### config.mk
export PLATFORM = sky130hd
export DESIGN_NAME = eagen_top
export DESIGN_NICKNAME = d
export VERILOG_FILES = /design/src/rtl/eagen_pkg.sv /design/src/rtl/eagen_ctrl.sv /design/src/rtl/eagen_dp.sv /design/src/rtl/eagen_top.sv
export SDC_FILE = /design/constraint.sdc
export NUM_CORES = 1
export LEC_CHECK = 0
export BUFFER_PORTS_ARGS = -buffer_cell sky130_fd_sc_hd__clkbuf_2
export CELL_PAD_IN_SITES_DETAIL_PLACEMENT = 0
export CELL_PAD_IN_SITES_GLOBAL_PLACEMENT = 1
export CORE_AREA = 2 2 99 101
export CTS_CLUSTER_SIZE = 14
export DETAILED_ROUTE_END_ITERATION = 8
export DIE_AREA = 0 0 101 103
export PLACE_DENSITY_LB_ADDON = 0.25
export REMOVE_ABC_BUFFERS = 1
export SLEW_MARGIN = 40
export SYNTH_ARGS = -nofsm -noshare
export SYNTH_HDL_FRONTEND = slang
export SYNTH_HIERARCHICAL = 1
export SYNTH_SLANG_ARGS = --single-unit
### constraint.sdc
create_clock -name clk -period 0.8 [get_ports clk]
set_clock_uncertainty 0.05 [all_clocks]
set_input_delay 0 -clock clk [delete_from_list [all_inputs] [get_ports clk]]
set_output_delay 0 -clock clk [all_outputs]
set_load 0.03 [all_outputs]
### src/rtl/eagen_pkg.sv
package eagen_pkg;

  typedef enum logic [1:0] {
    MODE_NONE = 2'b00,
    MODE_BASE = 2'b01,
    MODE_ABS  = 2'b10,
    MODE_REL  = 2'b11
  } eaMode_e;

  // strobes from control to datapath
  typedef struct packed {
    logic    active;   // an address is produced this cycle
    logic    usePc;    // PC plus long field
    logic    addBase;  // base register joins the sum
    eaMode_e mode;
  } eaStrobe_t;

endpackage

### src/rtl/eagen_ctrl.sv
module eagen_ctrl
  import eagen_pkg::*;
#(
  parameter int OP_W  = 5,
  parameter int IDX_W = 5
) (
  input  logic [OP_W-1:0]  opCode,
  input  logic [IDX_W-1:0] rbIdx,
  output eaStrobe_t        strobe
);

  localparam logic [OP_W-1:0] OP_LOAD     = OP_W'(1);
  localparam logic [OP_W-1:0] OP_LOAD_REL = OP_W'(2);
  localparam logic [OP_W-1:0] OP_STORE    = OP_W'(3);
  localparam logic [OP_W-1:0] OP_STOR_REL = OP_W'(4);
  localparam logic [OP_W-1:0] OP_ADDR     = OP_W'(5);
  localparam logic [OP_W-1:0] OP_ADDR_REL = OP_W'(6);

  logic rbZero;
  assign rbZero = (rbIdx == '0);

  always_comb begin
    strobe = '{active: 1'b0, usePc: 1'b0, addBase: 1'b0, mode: MODE_NONE};
    unique case (opCode)
      OP_LOAD, OP_STORE, OP_ADDR: begin
        strobe.active  = 1'b1;
        strobe.addBase = !rbZero;
        strobe.mode    = rbZero ? MODE_ABS : MODE_BASE;
      end
      OP_LOAD_REL, OP_STOR_REL, OP_ADDR_REL: begin
        strobe.active = 1'b1;
        strobe.usePc  = 1'b1;
        strobe.mode   = MODE_REL;
      end
      default: ;
    endcase
  end

endmodule

### src/rtl/eagen_dp.sv
module eagen_dp
  import eagen_pkg::*;
#(
  parameter int DATA_W  = 32,
  parameter int SHORT_W = 17,
  parameter int LONG_W  = 22,
  parameter bit OUT_REG = 1'b1
) (
  input  logic               clk,
  input  logic               rstN,
  input  eaStrobe_t          strobe,
  input  logic [SHORT_W-1:0] shortDisp,
  input  logic [LONG_W-1:0]  longDisp,
  input  logic [DATA_W-1:0]  pcNext,
  input  logic [DATA_W-1:0]  baseVal,
  output logic [DATA_W-1:0]  effAddr,
  output logic [1:0]         addrMode
);

  localparam int SHORT_PAD = DATA_W - SHORT_W;
  localparam int LONG_PAD  = DATA_W - LONG_W;

  logic [DATA_W-1:0] shortExt, longExt, opA, offs, sumVal, nextAddr;
  logic [1:0]        nextMode;

  assign shortExt = {{SHORT_PAD{shortDisp[SHORT_W-1]}}, shortDisp};
  assign longExt  = {{LONG_PAD{longDisp[LONG_W-1]}}, longDisp};

  always_comb begin
    if (strobe.usePc) begin
      opA  = pcNext;
      offs = longExt;
    end else begin
      opA  = strobe.addBase ? baseVal : '0;
      offs = shortExt;
    end
  end

  assign sumVal   = opA + offs;  // wraps modulo 2^DATA_W
  assign nextAddr = strobe.active ? sumVal : '0;
  assign nextMode = strobe.mode;

  generate
    if (OUT_REG) begin : g_reg
      always_ff @(posedge clk or negedge rstN) begin
        if (!rstN) begin
          effAddr  <= '0;
          addrMode <= MODE_NONE;
        end else begin
          effAddr  <= nextAddr;
          addrMode <= nextMode;
        end
      end
    end else begin : g_comb
      assign effAddr  = nextAddr;
      assign addrMode = nextMode;
    end
  endgenerate

endmodule

### src/rtl/eagen_top.sv
module eagen_top
  import eagen_pkg::*;
#(
  parameter int DATA_W  = 32,
  parameter int OP_W    = 5,
  parameter int IDX_W   = 5,
  parameter int SHORT_W = 17,
  parameter int LONG_W  = 22,
  parameter bit OUT_REG = 1'b1
) (
  input  logic              clk,
  input  logic              rstN,
  input  logic [DATA_W-1:0] instrWord,
  input  logic [DATA_W-1:0] pcNext,
  input  logic [DATA_W-1:0] baseVal,
  output logic [IDX_W-1:0]  baseIdx,
  output logic [DATA_W-1:0] effAddr,
  output logic [1:0]        addrMode
);

  localparam int OP_LSB = DATA_W - OP_W;
  localparam int RA_LSB = OP_LSB - IDX_W;
  localparam int RB_LSB = RA_LSB - IDX_W;

  eaStrobe_t strobe;
  logic      unusedRaBits;

  assign unusedRaBits = ^instrWord[RA_LSB +: IDX_W];
  assign baseIdx      = instrWord[RB_LSB +: IDX_W];

  eagen_ctrl #(.OP_W(OP_W), .IDX_W(IDX_W)) ctrl_i (
    .opCode (instrWord[OP_LSB +: OP_W]),
    .rbIdx  (instrWord[RB_LSB +: IDX_W]),
    .strobe (strobe)
  );

  eagen_dp #(
    .DATA_W(DATA_W), .SHORT_W(SHORT_W), .LONG_W(LONG_W), .OUT_REG(OUT_REG)
  ) dp_i (
    .clk       (clk),
    .rstN      (rstN),
    .strobe    (strobe),
    .shortDisp (instrWord[SHORT_W-1:0]),
    .longDisp  (instrWord[LONG_W-1:0]),
    .pcNext    (pcNext),
    .baseVal   (baseVal),
    .effAddr   (effAddr),
    .addrMode  (addrMode)
  );

endmodule

=== Word-level counts from Yosys, hierarchy flattened ===
Index checks and enable logic that the tools add are counted.

* Flip-flop bits (word level): 34
* Bits of input ports: 98
* Output and inout bits: 39
* Word-level logic and storage cells: 23

* Add/subtract/negate cells: 1
* Eq/ne operators: 6
* Mux-type cells: 9
* Reductions and logical operators: 5

{| class="wikitable"
|+ Operator list
! cell !! number
|-
| $mux 32 || 4
|-
| $add 32x32->32 || 1
|-
| $eq 5x3->1 const B || 3
|-
| $eq 5x2->1 const B || 2
|-
| $reduce_or 3->1 || 2
|-
| $reduce_or 6->1 || 1
|-
| $eq 5x1->1 const B || 1
|-
| $logic_not 5->1 || 1
|-
| $pmux 2 s2 || 1
|-
| $mux 1 || 3
|-
| $mux 2 || 1
|-
| $logic_not 1->1 || 1
|}

=== Longest topological paths before layout ===
* Depth after elaboration: 7
* Gate-level depth with buffers: 16
* Mapped depth without buffers: 15

=== By module ===
Netlist, hierarchy kept.

{| class="wikitable"
|+ By module, submodules not included
! module !! instances !! cells each !! area each (um2) !! seq. area each (um2)
|-
| eagen_dp || 1 || 401 || 3348.2 || 850.8
|-
| eagen_ctrl || 1 || 12 || 76.3 || 0.0
|-
| eagen_top || 1 || 5 || 37.5 || 0.0
|}

=== Worst setup path before layout ===
Ideal clock, no wire load.

* Path kind: input to register
* From: input port instrWord[18]
* To: register dp_i.effAddr[30]
* Setup time: 0.079 ns
* Arrival: 3.224 ns
* Data required time: 0.671 ns
* Path slack: -2.554 ns
* Stages on the path: 16
* Path buffers: 1
* Cell sequence: nor3_1 -> a21bo_2 -> a2111oi_0 -> nor2b_1 -> clkbuf_1 -> a22o_1 -> ha_1 -> inv_1 -> fa_1 -> nor2b_1 -> o31a_1 -> o211ai_1 -> a211oi_2 -> a21oi_1 -> o211ai_1 -> mux2i_1

{| class="wikitable"
|+ RTL lines
! what !! line !! text
|-
| from (decl) || eagen_top.sv:13 || <nowiki>input logic [DATA_W-1:0] instrWord,</nowiki>
|-
| to (signal assigned) || eagen_dp.sv:50 || <nowiki>effAddr <= nextAddr;</nowiki>
|-
| to (decl) || eagen_dp.sv:16 || <nowiki>output logic [DATA_W-1:0] effAddr,</nowiki>
|}

==> metrics <==
outcome complete, but fails checks; failing checks setup timing; CP Class primary input to flip-flop; Total Routing Usage GR 0.240; sequential share of the synthesized area 0.246; HP Class primary input to flip-flop; initial antenna violation count 0; final instance area 0.00646 sq mm; most frequent CP cell o211ai_1; Post-Syn Area 0.00346 sq mm; initial DRC count 135; WL per Instance 15.9 um; total congestion overflow 0; Bufs and invs on worst path 4; Final Max Slew Viols 0; met3 WL 388 um; RD Place Congestion 0.860; WHS 0.0188 ns; vias in the first global route roughly 4200; setup TNS -59.40 ns; via count a little over 4000; Rel. slew slack 0.770; post-DP HPWL 9040 um; Die Height just over 100 um; synthesized area per cell 8.28 sq um; Synth top cells by count nand2_1 (48), nor2_1 (45), dfrtp_1 (34); Hold Vio Cnt, Final 0; Die Width 101 um; CP max FO 4; Residual DRC 0; I/O pin count 137; CTS tree yes; layout cells sized above 1 0.557; period utilization 3.67; initial core utilization 0.366; startpoint types primary input; Crit path max-delay family compound AO/OA/AOI/OAI gates; crit end category flip-flop; f_max 0.341 GHz; wire length on met2 6310 um; remaining antenna violation count 0; Worst Path Arrival 3.10 ns; Top Metal Used met4; CP Data Required Time 0.97 ns; count of final setup violators just under 70; RSZ-0062 raised after global routing true; Synth area leader dfrtp_1; FP Rows 36; CTS sink cnt 34; Metal-1 WL 5820 um; first-pass GRT wire length between 15000 and 20000 um; Post-Synthesis Cells 418; largest net degree at the start of global routing 35; worst vdd ir slightly above 0.5 mV; Placement Cell Area between 0.005 and 0.006 sq mm; CP max stage delay 0.34 ns; hold wc startpoint instrWord[20]; clock slew at the register clock pins of the worst setup and hold paths 0.08 ns; fillers about 740; yosys warns 6; Synth area leaders dfrtp_1 (25%), ha_1 (11%), a22o_1 (7.6%), mux2_2 (5.2%), nand2_1 (5.2%); final wirelength 12700 um; CTS Buf Count 5; WP depth 18; minimum clock period 2.93 ns; Async S/R FF share, synth 1.00; Synth Flop Type dfrtp_1; cells along the critical path buf_8 > nor2_4 > a21bo_2 > a2111oi_4 > nor2b_4 > buf_6 > a22o_1 > ha_4 > inv_2 > fa_2 > nor2b_2 > o31a_1 > o211ai_1 > a211oi_4 > buf_4 > o211ai_1 > o211ai_1 > mux2i_1; Post-synth EDFFs 0; Inserted Diodes 0; synth unique cells 58; Die ar. ~0.010 sq mm; CTS root buf clkbuf_8; PortBufs 131; Max H-tree Level 2; LEAKAGE 3.08 nW; # nets final a little over 800; P&R area growth vs syn 86.6%; Slew @ Worst Pin ~0.34 ns; Slowest cell on crit path fa_2; Hold EP dp_i/addrMode[0]; Vias/cell about 5.2; hold depth 3; most common cell in the synthesized netlist nand2_1; Seq cells post-synth 34; worst setup margin -2.13 ns; top-area cell type share of the netlist area 0.246; number of max-cap violations 0; DRT Pass-1 Iters 4; core area 0.00946 sq mm; Power Dens Cells about 1100 mW/mm^2; Longest Clk Path Bufs 2
-- registers in the layout, indices dropped and copies added (netlist names) --
signal / count
dp_i/effAddr: 32
dp_i/addrMode: 2
-- cell usage in the layout, fill, tap and decap left out, types with 3 or more instances in the layout --
cell           count
buf_4            118
clkbuf_2          88
nand2_1           47
nor2_1            41
buf_8             40
dfrtp_1           34
a22o_1            30
buf_6             22
ha_1              18
a21oi_1           17
mux2_2            14
ha_4              13
xor2_1            12
o21ai_0           11
a21oi_2           11
a21o_1             9
clkbuf_8           8
xnor2_1            8
o21ai_1            7
o211ai_1           7
inv_1              6
buf_12             6
nand2b_1           5
nand4_1            5
nand3_1            5
o21a_1             5
o21ai_2            5
nor3_1             4
nor3_2             4
mux2i_1            4
o21ai_4            4
nor2_2             3
a31oi_1            3
nor2b_1            3
dlygate4sd3_1      3
a21oi_4            3
a211oi_4           3
a211oi_2           3
-- logic make-up after synthesis --
| family | after synthesis | synth area share |
|---|---|---|
| compound gates | 137 | 0.275 |
| xor+xnor | 22 | 0.0557 |
| fa+ha+maj | 32 | 0.118 |
| buf+inv | 31 | 0.0495 |
| flops | 34 | 0.246 |
| mux | 20 | 0.0636 |
| simple gates | 142 | 0.193 |
-- area by class of cell --
type                    instances  area (sq um)  area share
clock buffers                   8           110      0.0170
inverters                      10          40.0     0.00620
multi-input cells             353          2980       0.461
flip-flops and latches         34           851       0.132
well taps                     114           143      0.0221
repair buffers                279          2330       0.361
-- routing by layer --
layer | up-vias | track usage
li1 | 2066 | -
met1 | 1948 | 0.316
met2 | 109 | 0.429
met3 | 16 | 0.0197
met4 | 0 | 0.0551
met5 | - | 0
-- power breakdown --
group | internal (mW) | leakage, nW | switching (mW) | total (mW)
clock | 0.870 | 0.0575 | 0.646 | 1.52
sequential | 1.82 | 0.461 | 0.0735 | 1.90
combinational | 1.85 | 2.56 | 1.73 | 3.58
-- worst max path at each step --
stage | start | endpoint
final | instrWord[19] | dp_i/effAddr[26]
after global routing | instrWord[19] | dp_i/effAddr[26]
after global placement | instrWord[18] | dp_i/effAddr[22]
after CTS | instrWord[19] | dp_i/effAddr[26]
after detailed placement | instrWord[18] | dp_i/effAddr[22]
after floorplan | instrWord[30] | dp_i/effAddr[31]
-- through the flow --
step,setup slack [ns],util,cells,power [mW]
floorplan,-7.80,-,397,3.31
global placement,-3.04,0.539,762,4.64
detailed placement,-3.01,0.539,762,4.66
CTS,-2.05,0.654,794,6.75
global route,-2.27,0.683,798,7.39
finish,-2.13,0.683,798,6.99
-- what timing repair did --
action | 4_1_cts | 5_1_grt
endpoints found under the setup margin | 68 | 68
hold buffers | 3 | 0
cloned | 1 | 0
buffers inserted | 21 | 9
pin swaps | 54 | 38
endpoints found under the hold margin | 35 | 0
resized for setup | 161 | 86
Power figures use the tool's default switching activity.
